### config.mk
export PLATFORM = sky130hd
export DESIGN_NAME = pm_func_ctrl
export DESIGN_NICKNAME = d
export VERILOG_FILES = /design/src/rtl/pm_pkg.sv /design/src/rtl/pm_dstate_ctrl.sv /design/src/rtl/pm_csr_regs.sv /design/src/rtl/pm_signal_gen.sv /design/src/rtl/pm_func_ctrl.sv
export SDC_FILE = /design/constraint.sdc
export NUM_CORES = 1
export LEC_CHECK = 0
export BUFFER_PORTS_ARGS = -buffer_cell sky130_fd_sc_hd__buf_2
export CORE_UTILIZATION = 49
export DETAILED_ROUTE_END_ITERATION = 10
export GPL_TIMING_DRIVEN = 1
export PLACE_DENSITY = 0.79
export SYNTH_ARGS = -nofsm -noshare
export SYNTH_HDL_FRONTEND = slang
export SYNTH_SLANG_ARGS = --single-unit
### constraint.sdc
create_clock -name clk_i -period 2.03 [get_ports clk_i]
set_input_delay 0.3045 -clock clk_i [delete_from_list [all_inputs] [get_ports clk_i]]
set_output_delay 0.3045 -clock clk_i [all_outputs]
set_load 0.05 [all_outputs]
### src/rtl/pm_pkg.sv
package pm_pkg;
  typedef enum logic [2:0] {
    PM_D0     = 3'd0,
    PM_D1     = 3'd1,
    PM_D2     = 3'd2,
    PM_D3HOT  = 3'd3,
    PM_D3COLD = 3'd4
  } pm_state_e;

  localparam int CSR_W   = 16;
  localparam int EN_BIT  = 8;
  localparam int STS_BIT = 15;
  localparam int ST_W    = 2;
endpackage

### src/rtl/pm_dstate_ctrl.sv
module pm_dstate_ctrl
  import pm_pkg::*;
#(
  parameter int TRANS_CYC = 16,
  parameter bit SUP_D1    = 1'b1,
  parameter bit SUP_D2    = 1'b1
) (
  input  logic            clk_i,
  input  logic            rst_ni,
  input  logic            wr_i,
  input  logic [ST_W-1:0] req_i,
  input  logic            pwr_off_i,
  output pm_state_e       state_o,
  output logic            d0_done_o,
  output logic            cold_exit_o
);
  localparam int CNT_W = (TRANS_CYC < 2) ? 1 : $clog2(TRANS_CYC);
  localparam logic [CNT_W-1:0] CNT_LOAD = CNT_W'(TRANS_CYC - 1);
  localparam logic [3:0] SUP_MASK = {1'b1, SUP_D2, SUP_D1, 1'b1};

  pm_state_e        cur_q, tgt_q, pend_q;
  logic             busy_q, pv_q;
  logic [CNT_W-1:0] cnt_q;

  pm_state_e eff_st, req_st;
  logic      acc, completing;

  always_comb begin
    req_st     = pm_state_e'({1'b0, req_i});
    eff_st     = pv_q ? pend_q : (busy_q ? tgt_q : cur_q);
    completing = busy_q && (cnt_q == '0);
    acc = wr_i && (cur_q != PM_D3COLD) && (req_st != eff_st) && SUP_MASK[req_i]
          && !((eff_st == PM_D3HOT) && (req_st != PM_D0));
  end

  always_ff @(posedge clk_i or negedge rst_ni) begin
    if (!rst_ni) begin
      cur_q  <= PM_D0;
      tgt_q  <= PM_D0;
      pend_q <= PM_D0;
      busy_q <= 1'b0;
      pv_q   <= 1'b0;
      cnt_q  <= '0;
    end else if (cur_q == PM_D3COLD) begin
      if (!pwr_off_i) cur_q <= PM_D0;
    end else if (busy_q) begin
      if (!completing) begin
        cnt_q <= cnt_q - 1'b1;
        if (acc) begin
          pend_q <= req_st;
          pv_q   <= 1'b1;
        end
      end else begin
        cur_q <= tgt_q;
        if (pv_q) begin
          tgt_q <= pend_q;
          cnt_q <= CNT_LOAD;
          pv_q  <= acc;
          if (acc) pend_q <= req_st;
        end else if (acc) begin
          tgt_q <= req_st;
          cnt_q <= CNT_LOAD;
        end else begin
          busy_q <= 1'b0;
        end
      end
    end else if (acc) begin
      busy_q <= 1'b1;
      tgt_q  <= req_st;
      cnt_q  <= CNT_LOAD;
    end else if (pwr_off_i && (cur_q == PM_D3HOT)) begin
      cur_q <= PM_D3COLD;
    end
  end

  assign state_o     = cur_q;
  assign d0_done_o   = completing && (tgt_q == PM_D0);
  assign cold_exit_o = (cur_q == PM_D3COLD) && !pwr_off_i;

  a_r4_hold_while_counting: assert property (@(posedge clk_i) disable iff (!rst_ni)
    (busy_q && (cnt_q != '0)) |=> (cur_q == $past(cur_q)));
  a_r4_land_on_target: assert property (@(posedge clk_i) disable iff (!rst_ni)
    completing |=> (cur_q == $past(tgt_q)));
  a_r8_cold_only_from_d3hot: assert property (@(posedge clk_i) disable iff (!rst_ni)
    ((cur_q == PM_D3COLD) && ($past(cur_q) != PM_D3COLD)) |-> ($past(cur_q) == PM_D3HOT));
  a_r5_d3hot_leaves_to_d0: assert property (@(posedge clk_i) disable iff (!rst_ni)
    (($past(cur_q) == PM_D3HOT) && (cur_q != PM_D3HOT)) |-> (cur_q inside {PM_D0, PM_D3COLD}));
endmodule

### src/rtl/pm_csr_regs.sv
module pm_csr_regs
  import pm_pkg::*;
(
  input  logic             clk_i,
  input  logic             rst_ni,
  input  logic             wr_i,
  input  logic [CSR_W-1:0] wdata_i,
  input  logic             event_i,
  input  logic             aux_i,
  input  pm_state_e        state_i,
  input  logic             cold_exit_i,
  output logic             pme_en_o,
  output logic             pme_sts_o,
  output logic [CSR_W-1:0] rdata_o
);
  logic pme_en_q, pme_sts_q, in_cold;

  assign in_cold = (state_i == PM_D3COLD);

  always_ff @(posedge clk_i or negedge rst_ni) begin
    if (!rst_ni) begin
      pme_en_q  <= 1'b0;
      pme_sts_q <= 1'b0;
    end else begin
      if (cold_exit_i && !aux_i)  pme_en_q <= 1'b0;
      else if (wr_i && !in_cold)  pme_en_q <= wdata_i[EN_BIT];
      // set wins over a same-cycle clear so no event is lost
      if (event_i && (!in_cold || aux_i))               pme_sts_q <= 1'b1;
      else if (cold_exit_i && !aux_i)                   pme_sts_q <= 1'b0;
      else if (wr_i && !in_cold && wdata_i[STS_BIT])    pme_sts_q <= 1'b0;
    end
  end

  always_comb begin
    rdata_o = '0;
    if (!in_cold) begin
      rdata_o[ST_W-1:0] = state_i[ST_W-1:0];
      rdata_o[EN_BIT]   = pme_en_q;
      rdata_o[STS_BIT]  = pme_sts_q;
    end
  end

  assign pme_en_o  = pme_en_q;
  assign pme_sts_o = pme_sts_q;

  a_r3_w1c_clears: assert property (@(posedge clk_i) disable iff (!rst_ni)
    (wr_i && wdata_i[STS_BIT] && !event_i && !in_cold) |=> !pme_sts_q);
  a_r7_event_latches: assert property (@(posedge clk_i) disable iff (!rst_ni)
    (event_i && !in_cold) |=> pme_sts_q);
endmodule

### src/rtl/pm_signal_gen.sv
module pm_signal_gen
  import pm_pkg::*;
#(
  parameter bit EN_WAKE = 1'b0
) (
  input  logic      clk_i,
  input  logic      rst_ni,
  input  logic      event_i,
  input  logic      pme_en_i,
  input  logic      pme_sts_i,
  input  pm_state_e state_i,
  input  logic      aux_i,
  input  logic      turnoff_req_i,
  input  logic      d0_done_i,
  input  logic      cold_exit_i,
  output logic      pme_req_o,
  output logic      turnoff_ack_o,
  output logic      wake_n_o
);
  logic blk_q, req_q, ack_q;

  always_ff @(posedge clk_i or negedge rst_ni) begin
    if (!rst_ni) begin
      blk_q <= 1'b0;
      req_q <= 1'b0;
      ack_q <= 1'b0;
    end else begin
      ack_q <= turnoff_req_i;
      req_q <= event_i && pme_en_i && (state_i != PM_D3COLD) && !blk_q;
      if (turnoff_req_i)                 blk_q <= 1'b1;
      else if (d0_done_i || cold_exit_i) blk_q <= 1'b0;
    end
  end

  assign pme_req_o     = req_q;
  assign turnoff_ack_o = ack_q;

  generate
    if (EN_WAKE) begin : g_wake
      assign wake_n_o = !((state_i == PM_D3COLD) && aux_i && pme_en_i && pme_sts_i);
    end else begin : g_no_wake
      logic unused_wake;
      assign unused_wake = pme_sts_i ^ aux_i;
      assign wake_n_o    = 1'b1;
    end
  endgenerate

  a_r10_ack_next_cycle: assert property (@(posedge clk_i) disable iff (!rst_ni)
    turnoff_req_i |=> turnoff_ack_o);
  a_r7_req_needs_enable: assert property (@(posedge clk_i) disable iff (!rst_ni)
    pme_req_o |-> ($past(pme_en_i) && ($past(state_i) != PM_D3COLD)));
  a_r9_wake_only_cold: assert property (@(posedge clk_i) disable iff (!rst_ni)
    !wake_n_o |-> (state_i == PM_D3COLD));
endmodule

### src/rtl/pm_func_ctrl.sv
module pm_func_ctrl
  import pm_pkg::*;
#(
  parameter bit EN_PME     = 1'b1,
  parameter bit EN_WAKE    = 1'b0,
  parameter int TRANS_CYC  = 16,
  parameter bit SUP_D1     = 1'b1,
  parameter bit SUP_D2     = 1'b1,
  parameter bit USE_AUX_IN = 1'b1,
  parameter bit AUX_TIE    = 1'b0
) (
  input  logic             clk_i,
  input  logic             rst_ni,
  input  logic             cfg_wr_i,
  input  logic [CSR_W-1:0] cfg_wdata_i,
  output logic [CSR_W-1:0] cfg_rdata_o,
  input  logic             pme_event_i,
  input  logic             main_pwr_off_i,
  input  logic             aux_pwr_i,
  input  logic             turnoff_req_i,
  output logic             turnoff_ack_o,
  output logic             pme_req_o,
  output logic             wake_n_o,
  output logic [2:0]       pwr_state_o
);
  logic aux_eff;

  generate
    if (USE_AUX_IN) begin : g_aux_pin
      assign aux_eff = aux_pwr_i;
    end else begin : g_aux_tie
      logic unused_aux;
      assign unused_aux = aux_pwr_i;
      assign aux_eff    = AUX_TIE;
    end
  endgenerate

  generate
    if (EN_PME) begin : g_pm
      pm_state_e st;
      logic      d0_done, cold_exit, pme_en, pme_sts;
      logic      unused_wdata;
      assign unused_wdata = ^{cfg_wdata_i[STS_BIT-1:EN_BIT+1], cfg_wdata_i[EN_BIT-1:ST_W]};

      pm_dstate_ctrl #(
        .TRANS_CYC (TRANS_CYC),
        .SUP_D1    (SUP_D1),
        .SUP_D2    (SUP_D2)
      ) u_dstate (
        .clk_i       (clk_i),
        .rst_ni      (rst_ni),
        .wr_i        (cfg_wr_i),
        .req_i       (cfg_wdata_i[ST_W-1:0]),
        .pwr_off_i   (main_pwr_off_i),
        .state_o     (st),
        .d0_done_o   (d0_done),
        .cold_exit_o (cold_exit)
      );

      pm_csr_regs u_csr (
        .clk_i       (clk_i),
        .rst_ni      (rst_ni),
        .wr_i        (cfg_wr_i),
        .wdata_i     (cfg_wdata_i),
        .event_i     (pme_event_i),
        .aux_i       (aux_eff),
        .state_i     (st),
        .cold_exit_i (cold_exit),
        .pme_en_o    (pme_en),
        .pme_sts_o   (pme_sts),
        .rdata_o     (cfg_rdata_o)
      );

      pm_signal_gen #(.EN_WAKE(EN_WAKE)) u_sig (
        .clk_i         (clk_i),
        .rst_ni        (rst_ni),
        .event_i       (pme_event_i),
        .pme_en_i      (pme_en),
        .pme_sts_i     (pme_sts),
        .state_i       (st),
        .aux_i         (aux_eff),
        .turnoff_req_i (turnoff_req_i),
        .d0_done_i     (d0_done),
        .cold_exit_i   (cold_exit),
        .pme_req_o     (pme_req_o),
        .turnoff_ack_o (turnoff_ack_o),
        .wake_n_o      (wake_n_o)
      );

      assign pwr_state_o = st;
    end else begin : g_no_pm
      logic ack_q;
      logic unused_pm;
      assign unused_pm = ^{cfg_wr_i, cfg_wdata_i, pme_event_i, main_pwr_off_i, aux_eff};

      always_ff @(posedge clk_i or negedge rst_ni) begin
        if (!rst_ni) ack_q <= 1'b0;
        else         ack_q <= turnoff_req_i;
      end

      assign turnoff_ack_o = ack_q;
      assign cfg_rdata_o   = '0;
      assign pme_req_o     = 1'b0;
      assign wake_n_o      = 1'b1;
      assign pwr_state_o   = PM_D0;

      a_r11_ack_without_pm: assert property (@(posedge clk_i) disable iff (!rst_ni)
        turnoff_req_i |=> turnoff_ack_o);
    end
  endgenerate
endmodule

# After elaboration in Yosys (flattened, before gate mapping)

Index checks and enable logic that the tools add are counted.

Register bits: 20
Input bits: 23
Output and inout bits: 22
Logic and storage cells: 97

$add $sub $neg: 1
Magnitude comparators: 1
Eq/ne operators: 10
Muxes and demuxes: 38
Bitwise gates (word level): 1
Reduce and logical (&&, ||, !) cells: 35

Operators with widths:

| kind                                                | number |
|---|---|
| 2-to-1 mux 3 bit                                    | 15 |
| 2-to-1 mux 1 bit                                    | 17 |
| logical AND 1 bit                                   | 16 |
| 2-to-1 mux 4 bit                                    | 4 |
| nonzero test 2 bit                                  | 4 |
| equality test 3 x 2 -> 1 bit, second input constant | 2 |
| AND reduction 3 bit                                 | 2 |
| nonzero test 3 bit                                  | 2 |
| logical NOT 1 bit                                   | 5 |
| logical NOT 4 bit                                   | 1 |
| != test 2 bit, second input constant                | 2 |
| AND reduction 4 bit                                 | 1 |
| subtractor 4 x 1 -> 4 bit, second input constant    | 1 |
| equality test 3 bit, second input constant          | 1 |
| logical NOT 3 bit                                   | 1 |
| < comparator 2 x 3 -> 1 bit, second input constant  | 1 |
| != test 2 x 3 -> 1 bit                              | 1 |
| != test 3 x 1 -> 1 bit, second input constant       | 1 |
| != test 3 x 2 -> 1 bit, second input constant       | 1 |
| != test 3 bit, second input constant                | 1 |
| binary-select mux 1 bit (select 2 bit)              | 1 |
| logical OR 1 bit                                    | 2 |
| 2-to-1 mux 2 bit                                    | 1 |
| != test 2 x 1 -> 1 bit, second input constant       | 1 |
| other kinds (2)                                     | 2 |

# Depth between registers and ports, before layout

Gate-level depths: netlist of the first run.

Depth after elaboration: 10
Depth in mapped cells: 7
Depth with buffers taken out: 7

# Cells and area by module

From an unflattened synthesis of the first run, not the netlist that was laid out.

Cell total of the unflattened synthesis: 135
Area, all modules: 1232.4 um^2

Modules (own cells, without submodules):

| module         | times used | cells each | area each (um^2) | seq. area each (um^2) |
|---|---|---|---|---|
| pm_dstate_ctrl | 1          | 94         | 864.6            | 350.3 |
| pm_csr_regs    | 1          | 31         | 250.2            | 50.0 |
| pm_signal_gen  | 1          | 10         | 117.6            | 75.1 |

# Worst setup path before layout of the first run

Ideal clock, no wire load.

Path type: reg2reg
Start point: register g_pm.u_dstate.cur_q[1], in the netlist g_pm.u_dstate.state_o[1]
End point: register g_pm.u_dstate.pend_q[0]
Library setup time: 125 ps
Arrival time: 1966 ps
Required time: 1905 ps
Slack: -62 ps
Cell stages (with the launch flop): 6
Buffers on the path: 0
Clock period less this slack: 2092 ps
Path through: dfrtp_1 > mux2i_1 > mux2_4 > a211o_4 > a21oi_4 > mux2_4

Word-level cells in the longest chain between the ends: 9
Elaborated cells between the ends (all ways): 17
Those cells by class: eq/ne: 4; mux: 5; bitwise: 1; reduce/logical: 7

Ends and longest elaborated chain:

| what                                                                   | line                                       | source |
|---|---|---|
| from (decl)                                                            | pm_dstate_ctrl.sv:21                       | `pm_state_e cur_q, tgt_q, pend_q;` |
| from (signal assigned)                                                 | pm_dstate_ctrl.sv:54                       | `cur_q <= tgt_q;` |
| 2-to-1 mux 3 bit (2 in series)                                         | pm_dstate_ctrl.sv:30                       | `eff_st = pv_q ? pend_q : (busy_q ? tgt_q : cur_q);` |
| != test 2 x 3 -> 1 bit or equality test 3 x 2 -> 1 bit (tied branches) | pm_dstate_ctrl.sv:32, pm_dstate_ctrl.sv:33 |  |
| logical AND 1 bit (on tied branches)                                   | pm_dstate_ctrl.sv:32, pm_dstate_ctrl.sv:33 |  |
| logical AND 1 bit or logical NOT 1 bit (tied branches)                 | pm_dstate_ctrl.sv:32, pm_dstate_ctrl.sv:33 |  |
| logical AND 1 bit                                                      | pm_dstate_ctrl.sv:33                       | `&& !((eff_st == PM_D3HOT) && (req_st != PM_D0));` |
| 2-to-1 mux 3 bit (3 in series)                                         | n/a                                        |  |
| to (signal assigned)                                                   | pm_dstate_ctrl.sv:50                       | `pend_q <= req_st;` |
| to (signal assigned)                                                   | pm_dstate_ctrl.sv:59                       | `if (acc) pend_q <= req_st;` |
| to (decl)                                                              | pm_dstate_ctrl.sv:21                       |  |

Several ways; a longest one is shown, not always the timed one. The select of a mux whose other input is x is not followed.
A chain may end at the register's enable or synchronous reset.

# Worst setup path in the final report of the first run

Start point: register g_pm.u_dstate.cur_q[1], in the netlist g_pm.u_dstate.state_o[1]
End point: output port cfg_rdata_o[15]

Word-level cells in the longest chain between the ends: 2

Ends and longest elaborated chain:

| what                | line               | source |
|---|---|---|
| equality test 3 bit | pm_csr_regs.sv:18  | `assign in_cold = (state_i == PM_D3COLD);` |
| 2-to-1 mux 1 bit    | pm_csr_regs.sv:36  | `if (!in_cold) begin` |
| to (decl)           | pm_func_ctrl.sv:16 | `output logic [CSR_W-1:0] cfg_rdata_o,` |

Every way passes these cells.

==> results_dict.tcl, run 1 <==
set metrics [dict create \
    yosysMostFrequentCell "dfrtp_1" \
    setup.worst_path.end "cfg_rdata_o[15]" \
    synth_area_um2 1284 \
    gp_congestion 0.8493 \
    rsz0062_at_grt "no" \
    synth_xor_area_frac 0.006823 \
    r2r_slack_ns 0.10 \
    finClkSkew_ns 0.001903 \
    antenna_cells 0 \
    crit_start "g_pm.u_dstate.state_o[1]$_DFFE_PN0P_" \
    grt_max_degree 20 \
    drc_errors 0 \
    reg2reg_depth 5 \
    antenna_left 0 \
    synth_compound_area_frac 0.2105 \
    synth_edf_count 0 \
    yosysUniqueCellTypes 48 \
    grt_pass1_vias 935 \
    clk_pin_slew_worst_paths_ns 0.11 \
    design_area_um2 1479 \
    dieArea_um2 2829 \
    critPathArrivalTime_ns 1.68 \
    fin_nets 189 \
    start_util 0.5182 \
    globalRouteMet2Util 0.3882 \
    setup_viol 0 \
    yosysWarningCount 0 \
    nFillCells 219 \
    overflow 0 \
    critPathLaunchType "flop" \
    drv_slew 0 \
    path_depth 4 \
    synth_top_family_by_area "compound AO/OA/AOI/OAI gates" \
    row_count 18 \
    track_usage 0.2151 \
    synthSimpleGateAreaFrac 0.1793 \
    drive_gt1_frac 0.3129 \
    synthCells 137 \
    power_density_nw_per_um2 1342 \
    hold_viol_final 0 \
    cts_max_level 1 \
    worstPathMaxFanout 4 \
    ys_seq_area_frac 0.3704 \
    worstSetupPathType "flop to output pin" \
    synth_top_area_frac 0.3704 \
    worstPathCellList "or3b_4 -> buf_4 -> and2_1 -> buf_4" \
    clockRootBuffer "clkbuf_4" \
    drtPass1Iterations 4 \
    cts_sinks 19 \
    synth.area.top_cells "dfrtp_1 (37%), buf_4 (7.6%), mux2i_1 (3.9%)" \
    period_share 0.9787 \
    end_kind "output pin" \
    place_area_um2 1348 \
    clk_path_buf_depth 2 \
    cts_tree "yes" \
    clk_latency_ns 0.31 \
    hold_class "primary input to flop" \
    vias 1085 \
    final_core_util 0.5970 \
    rr_startpoint "g_pm.u_dstate.busy_q$_DFFE_PN0N_" \
    synth_common_cells "dfrtp_1 (19), buf_4 (13), inv_1 (12)" \
    io_buffers 19 \
    areaGrowthSynthToFinish_pct 15.20 \
    gr-max-usage-layer "met2" \
    grt_pass1_wl_um 4257 \
    drtIter0Drc 27 \
    hold_ws_ns 0.1030 \
    wl_per_cell_um 14.48 \
    antenna_found_initial 0 \
    synth_top_flop_cell "dfrtp_1" \
    synthAdderAreaFrac 0.01949 \
    synth.avg_cell_area_um2 9.370 \
    crit_family "simple AND/OR/NAND/NOR gates" \
    yosys.area.top_type "dfrtp_1" \
    slowest_delay_ns 0.44 \
    synth-seq-cells 19 \
    async_flop_share 1.000 \
    ir_drop_mv 0.8693 \
    grtUsageMet1 0.2522 \
    yosys-mux-area-fraction 0.06238 \
    detail_route.wirelength_um 2794 \
    outcome "finished clean" \
    met3_usage 0.03736 \
    fp.dieW_um 53.19 \
    cts-buffers-inserted 3 \
    fmax_mhz 503.3 \
    cpMostUsedCell "buf_4" \
    reg2reg_to "g_pm.u_dstate.pend_q[0]$_DFFE_PN0P_" \
    hpwlAfterDp_um 2076 \
    core_um2 2477 \
    slowest_stage "dfrtp_2" \
    tns_ns 0 \
    dieHeight_um 53.19 \
    pin_count 45 \
    avgViaCountPerCell 5.622 \
    fin_crit_ns 1.987 \
    maxCapViolCount 0 \
    cp.required_ns 1.73 \
    worst-path-buf-inv 2 \
    power_leakage_nw 0.7178 \
]
[flip-flops by register name, summed over array words and instances (netlist names), 2 cells and up]
name,flops
g_pm.u_dstate.cnt_q,4
g_pm.u_dstate.pend_q,2
g_pm.u_dstate.state_o,3
g_pm.u_dstate.tgt_q,3
[stage by stage]
step                power (mW)  setup WS (ns)  std cells
detailed placement       1.654        0.03253        181
finish                   1.985        0.04316        193
CTS                      1.883      -0.003193        186
global route             2.113       0.003015        193
global placement         1.607        0.09451        181
floorplan                1.482        0.06169        148
[per-layer routing]
layer,vias to the layer above,routed length (um)
li1,517,-
met1,528,1185
met2,35,1431
met3,5,135
met4,0,41
met5,-,0
[where the power goes]
group          leakage [nW]  switching [mW]  internal, mW
Clock                0.0177           0.130        0.0738
Combinational         0.479           0.683         0.445
Sequential            0.221           0.147         0.508
Total                 0.718           0.959          1.03
[worst min path at each step]
stage               slack (ns)                              endpoint          start  depth (start not counted)
floorplan                0.009       g_pm.u_csr.pme_en_o$_DFFE_PN0P_         rst_ni                          0
global placement          0.26    g_pm.u_dstate.tgt_q[0]$_DFFE_PN0P_         rst_ni                          1
detailed placement        0.27  g_pm.u_dstate.state_o[0]$_DFFE_PN0P_         rst_ni                          1
CTS                       0.10    g_pm.u_sig.turnoff_ack_o$_DFF_PN0_  turnoff_req_i                          1
global route               0.1    g_pm.u_sig.turnoff_ack_o$_DFF_PN0_  turnoff_req_i                          1
finish                    0.10    g_pm.u_sig.turnoff_ack_o$_DFF_PN0_  turnoff_req_i                          1
[cells by family after synthesis]
kind of cell	count (synthesis)
fa+ha+maj	2
simple gates	39
mux	7
compound gates	35
buf+inv	32
flops	19
xor+xnor	1
other cells	2
[what timing repair did]
item	4_1_cts	5_1_grt
setup buffers	0	7
pin swaps	0	2
gates resized for setup	5	8
setup endpoints to repair	4	9
endpoints found under the hold margin	19	0
hold buffers	1	0
[placed cells by master, fill, tap and decap left out, types with 2 or more instances in the layout]
cell,Yosys,final
a2111oi_1,0,2
a21oi_1,7,7
a221o_1,2,2
a22oi_1,2,2
and2_1,3,3
buf_2,2,17
buf_4,13,12
clkbuf_4,0,3
conb_1,2,13
dfrtp_1,19,17
dfrtp_2,0,2
ha_1,2,2
inv_1,12,12
mux2_4,2,2
mux2i_1,5,5
nand2_1,10,10
nand3_1,5,5
nor2_1,5,5
nor3_1,3,2
nor3_2,1,2
o211ai_1,3,3
o21ai_0,3,2
o22ai_1,3,3
[layout make-up]
cell class	instances	area (um^2)	share of cell area
Multi-Input combinational cell	97	694.4	0.4695
Sequential cell	19	478.0	0.3232
Clock buffer	3	22.52	0.01523
Timing Repair Buffer	31	196.4	0.1328
Clock inverter	1	5.005	0.003384
Tap cell	30	37.54	0.02538
Inverter	12	45.04	0.03046
No activity file was read; power rests on OpenSTA's default activity.
==> run 2: changes to the inputs <==
--- a/config.mk
+++ b/config.mk
@@ -6,10 +6,12 @@
 export NUM_CORES = 1
 export LEC_CHECK = 0
 export BUFFER_PORTS_ARGS = -buffer_cell sky130_fd_sc_hd__buf_2
-export CORE_UTILIZATION = 49
+export CORE_ASPECT_RATIO = 1.4
+export CORE_UTILIZATION = 52
 export DETAILED_ROUTE_END_ITERATION = 10
 export GPL_TIMING_DRIVEN = 1
-export PLACE_DENSITY = 0.79
+export PLACE_DENSITY = 0.83
 export SYNTH_ARGS = -nofsm -noshare
 export SYNTH_HDL_FRONTEND = slang
+export SYNTH_HIERARCHICAL = 1
 export SYNTH_SLANG_ARGS = --single-unit
==> constraint.sdc (replaced) <==
create_clock -name clk_i -period 2.5 [get_ports clk_i]
set_input_delay 0.375 -clock clk_i [delete_from_list [all_inputs] [get_ports clk_i]]
set_output_delay 0.375 -clock clk_i [all_outputs]
set_load 0.05 [all_outputs]
==> run 2 against run 1 <==
Compared with the run above: routed wire length is 13% lower; register-to-register slack improved by 0.37 ns; worst setup slack improved by 0.41 ns; non-clock buffer count shrank 11.
==> results_dict.tcl, run 2 <==
set metrics [dict create \
    cts-buffers-inserted 3 \
    drtIter0Drc 27 \
    crit_start "g_pm.u_dstate/state_o[2]$_DFFE_PN0P_" \
    gp_congestion 0.8802 \
    detail_route.wirelength_um 2441 \
    reg2reg_to "g_pm.u_dstate/state_o[1]$_DFFE_PN0P_" \
    vias 983 \
    cts_tree "yes" \
    synth_top_flop_cell "dfrtp_1" \
    pin_count 45 \
    power_density_nw_per_um2 1030 \
    overflow 0 \
    drv_slew 0 \
    fin_crit_ns 2.047 \
    yosysWarningCount 6 \
    clk_pin_slew_worst_paths_ns 0.10 \
    fp.dieW_um 43.15 \
    antenna_cells 0 \
    setup.worst_path.end "cfg_rdata_o[15]" \
    synth_top_area_frac 0.3858 \
    dieArea_um2 2571 \
    track_usage 0.2170 \
    synth.avg_cell_area_um2 9.129 \
    clockRootBuffer "clkbuf_4" \
    end_kind "output pin" \
    drtPass1Iterations 4 \
    rr_startpoint "g_pm.u_dstate/cnt_q[0]$_DFFE_PN0N_" \
    avgViaCountPerCell 5.649 \
    power_leakage_nw 0.6537 \
    synth_common_cells "dfrtp_1 (19), buf_4 (14), inv_1 (11)" \
    synth-seq-cells 19 \
    grt_pass1_vias 956 \
    drive_gt1_frac 0.2105 \
    yosys.area.top_type "dfrtp_1" \
    critPathArrivalTime_ns 1.67 \
    final_cell_mix "dfrtp_1 (19), buf_2 (19), conb_1 (13), inv_1 (11)" \
    clk_latency_ns 0.30 \
    drc_errors 0 \
    reg2reg_depth 7 \
    synthCells 135 \
    antenna_found_initial 0 \
    fmax_mhz 488.4 \
    hpwlAfterDp_um 1818 \
    worstSetupPathType "flop to output pin" \
    slowest_delay_ns 0.51 \
    grt_pass1_wl_um 4098 \
    hold_start "turnoff_req_i" \
    ir_drop_mv 0.5219 \
    slowest_stage "dfrtp_1" \
    fin_cells 174 \
    cts_sinks 19 \
    r2r_slack_ns 0.47 \
    setup_viol 0 \
    row_count 20 \
    io_buffers 19 \
    yosysUniqueCellTypes 48 \
    hold_viol_final 0 \
    period_share 0.8190 \
    outcome "finished clean" \
    critPathLaunchType "flop" \
    core_um2 2202 \
    antenna_left 0 \
    fin_nets 178 \
    async_flop_share 1.000 \
    cts_max_level 1 \
    ys_seq_area_frac 0.3858 \
    synth_area_um2 1232 \
    cp.required_ns 2.12 \
    tns_ns 0 \
    ctsResizeCount 0 \
    synth.area.top_cells "dfrtp_1 (39%), buf_4 (8.5%), o21ai_0 (4.1%)" \
    largest-register "g_pm.u_dstate/cnt_q" \
    areaGrowthSynthToFinish_pct 5.381 \
    grt_max_degree 20 \
    maxCapViolCount 0 \
    worstPathCellList "or3b_4 -> and2_2 -> buf_2" \
    synth_edf_count 0 \
    dieHeight_um 59.60 \
    largest_reg_flops 4 \
    hold_class "primary input to flop" \
    worstPathMaxFanout 10 \
    final_core_util 0.5898 \
    yosysMostFrequentCell "dfrtp_1" \
    start_util 0.5597 \
    rsz0062_at_grt "no" \
    dp.cells 169 \
    clk_path_buf_depth 2 \
    wl_per_cell_um 14.03 \
    finClkSkew_ns 0.001429 \
]
## run 2: cell count changes after synthesis, sizes merged, moves of 3 or more
cell	before	now
o21ai	3	12
nor2	5	11
a21o	1	4
nand4	0	3
nand2	11	6
a21oi	8	3
## run 2: area by class of cell
cell class	count	area [um^2]
Timing Repair Buffer	20	105.1
Tap cell	22	27.53
Multi-Input combinational cell	98	623.1
Inverter	11	41.29
Clock buffer	4	26.28
Sequential cell	19	475.5
Fill cell	199	903.4
## run 2: worst min path at each step
stage                                         endpoint  depth (start not counted)
floorplan              g_pm.u_csr/pme_en_o$_DFFE_PN0P_                          0
global placement        g_pm.u_sig/pme_req_o$_DFF_PN0_                          1
detailed placement  g_pm.u_dstate/cnt_q[0]$_DFFE_PN0N_                          1
CTS                 g_pm.u_sig/turnoff_ack_o$_DFF_PN0_                          1
global route        g_pm.u_sig/turnoff_ack_o$_DFF_PN0_                          1
finish              g_pm.u_sig/turnoff_ack_o$_DFF_PN0_                          1
## run 2: stage by stage
step	setup slack (ns)	hold slack, ns	power [mW]	cell area (um^2)
floorplan	0.4742	0.07941	1.072	1274
CTS	0.4381	0.1792	1.346	1299
global route	0.3636	0.1914	1.428	1299
detailed placement	0.4720	0.3354	1.186	1262
global placement	0.5428	0.3301	1.159	1262
finish	0.4526	0.1929	1.338	1299
## run 2: logic make-up (layout without fill, tap and decap cells)
kind of cell / after synthesis / count (layout) / synth area share
buffers and inverters: 29 / 35 / 0.1421
other: 2 / 13 / 0.006094
adder cells (fa/ha/maj): 2 / 2 / 0.02030
flip-flops: 19 / 19 / 0.3858
multiplexers: 5 / 5 / 0.04264
XOR/XNOR: 1 / 1 / 0.007108
AO/OA/AOI/OAI: 35 / 35 / 0.2071
AND/OR/NAND/NOR: 42 / 42 / 0.1888
## run 2: repair_timing
action                    CTS  global route
hold buffers                1             0
setup buffers               0             0
hold endpoints to repair   19             0
## run 2: critical path, delay by kind of cell, from the launching register on
kind | cells | cell delay (ns)
simple gates | 2 | 0.65
flops | 1 | 0.51
buf+inv | 1 | 0.20
## run 2: report_power, final
group	switching [mW]	internal [mW]	total [mW]	leakage [nW]
Sequential	0.133	0.403	0.536	0.221
Combinational	0.425	0.224	0.649	0.418
Clock	0.0903	0.0623	0.153	0.0150
Total	0.648	0.690	1.34	0.654
## run 2: routing by layer
layer | vias up | share of wire | wire length, um | global-route usage
met1 | 471 | 0.41 | 998 | 0.2500
met5 | - | 0 | 0 | 0
met4 | 0 | 0.033 | 80 | 0.1558
li1 | 484 | - | - | -
met2 | 22 | 0.53 | 1298 | 0.3646
met3 | 6 | 0.026 | 63 | 0.02744
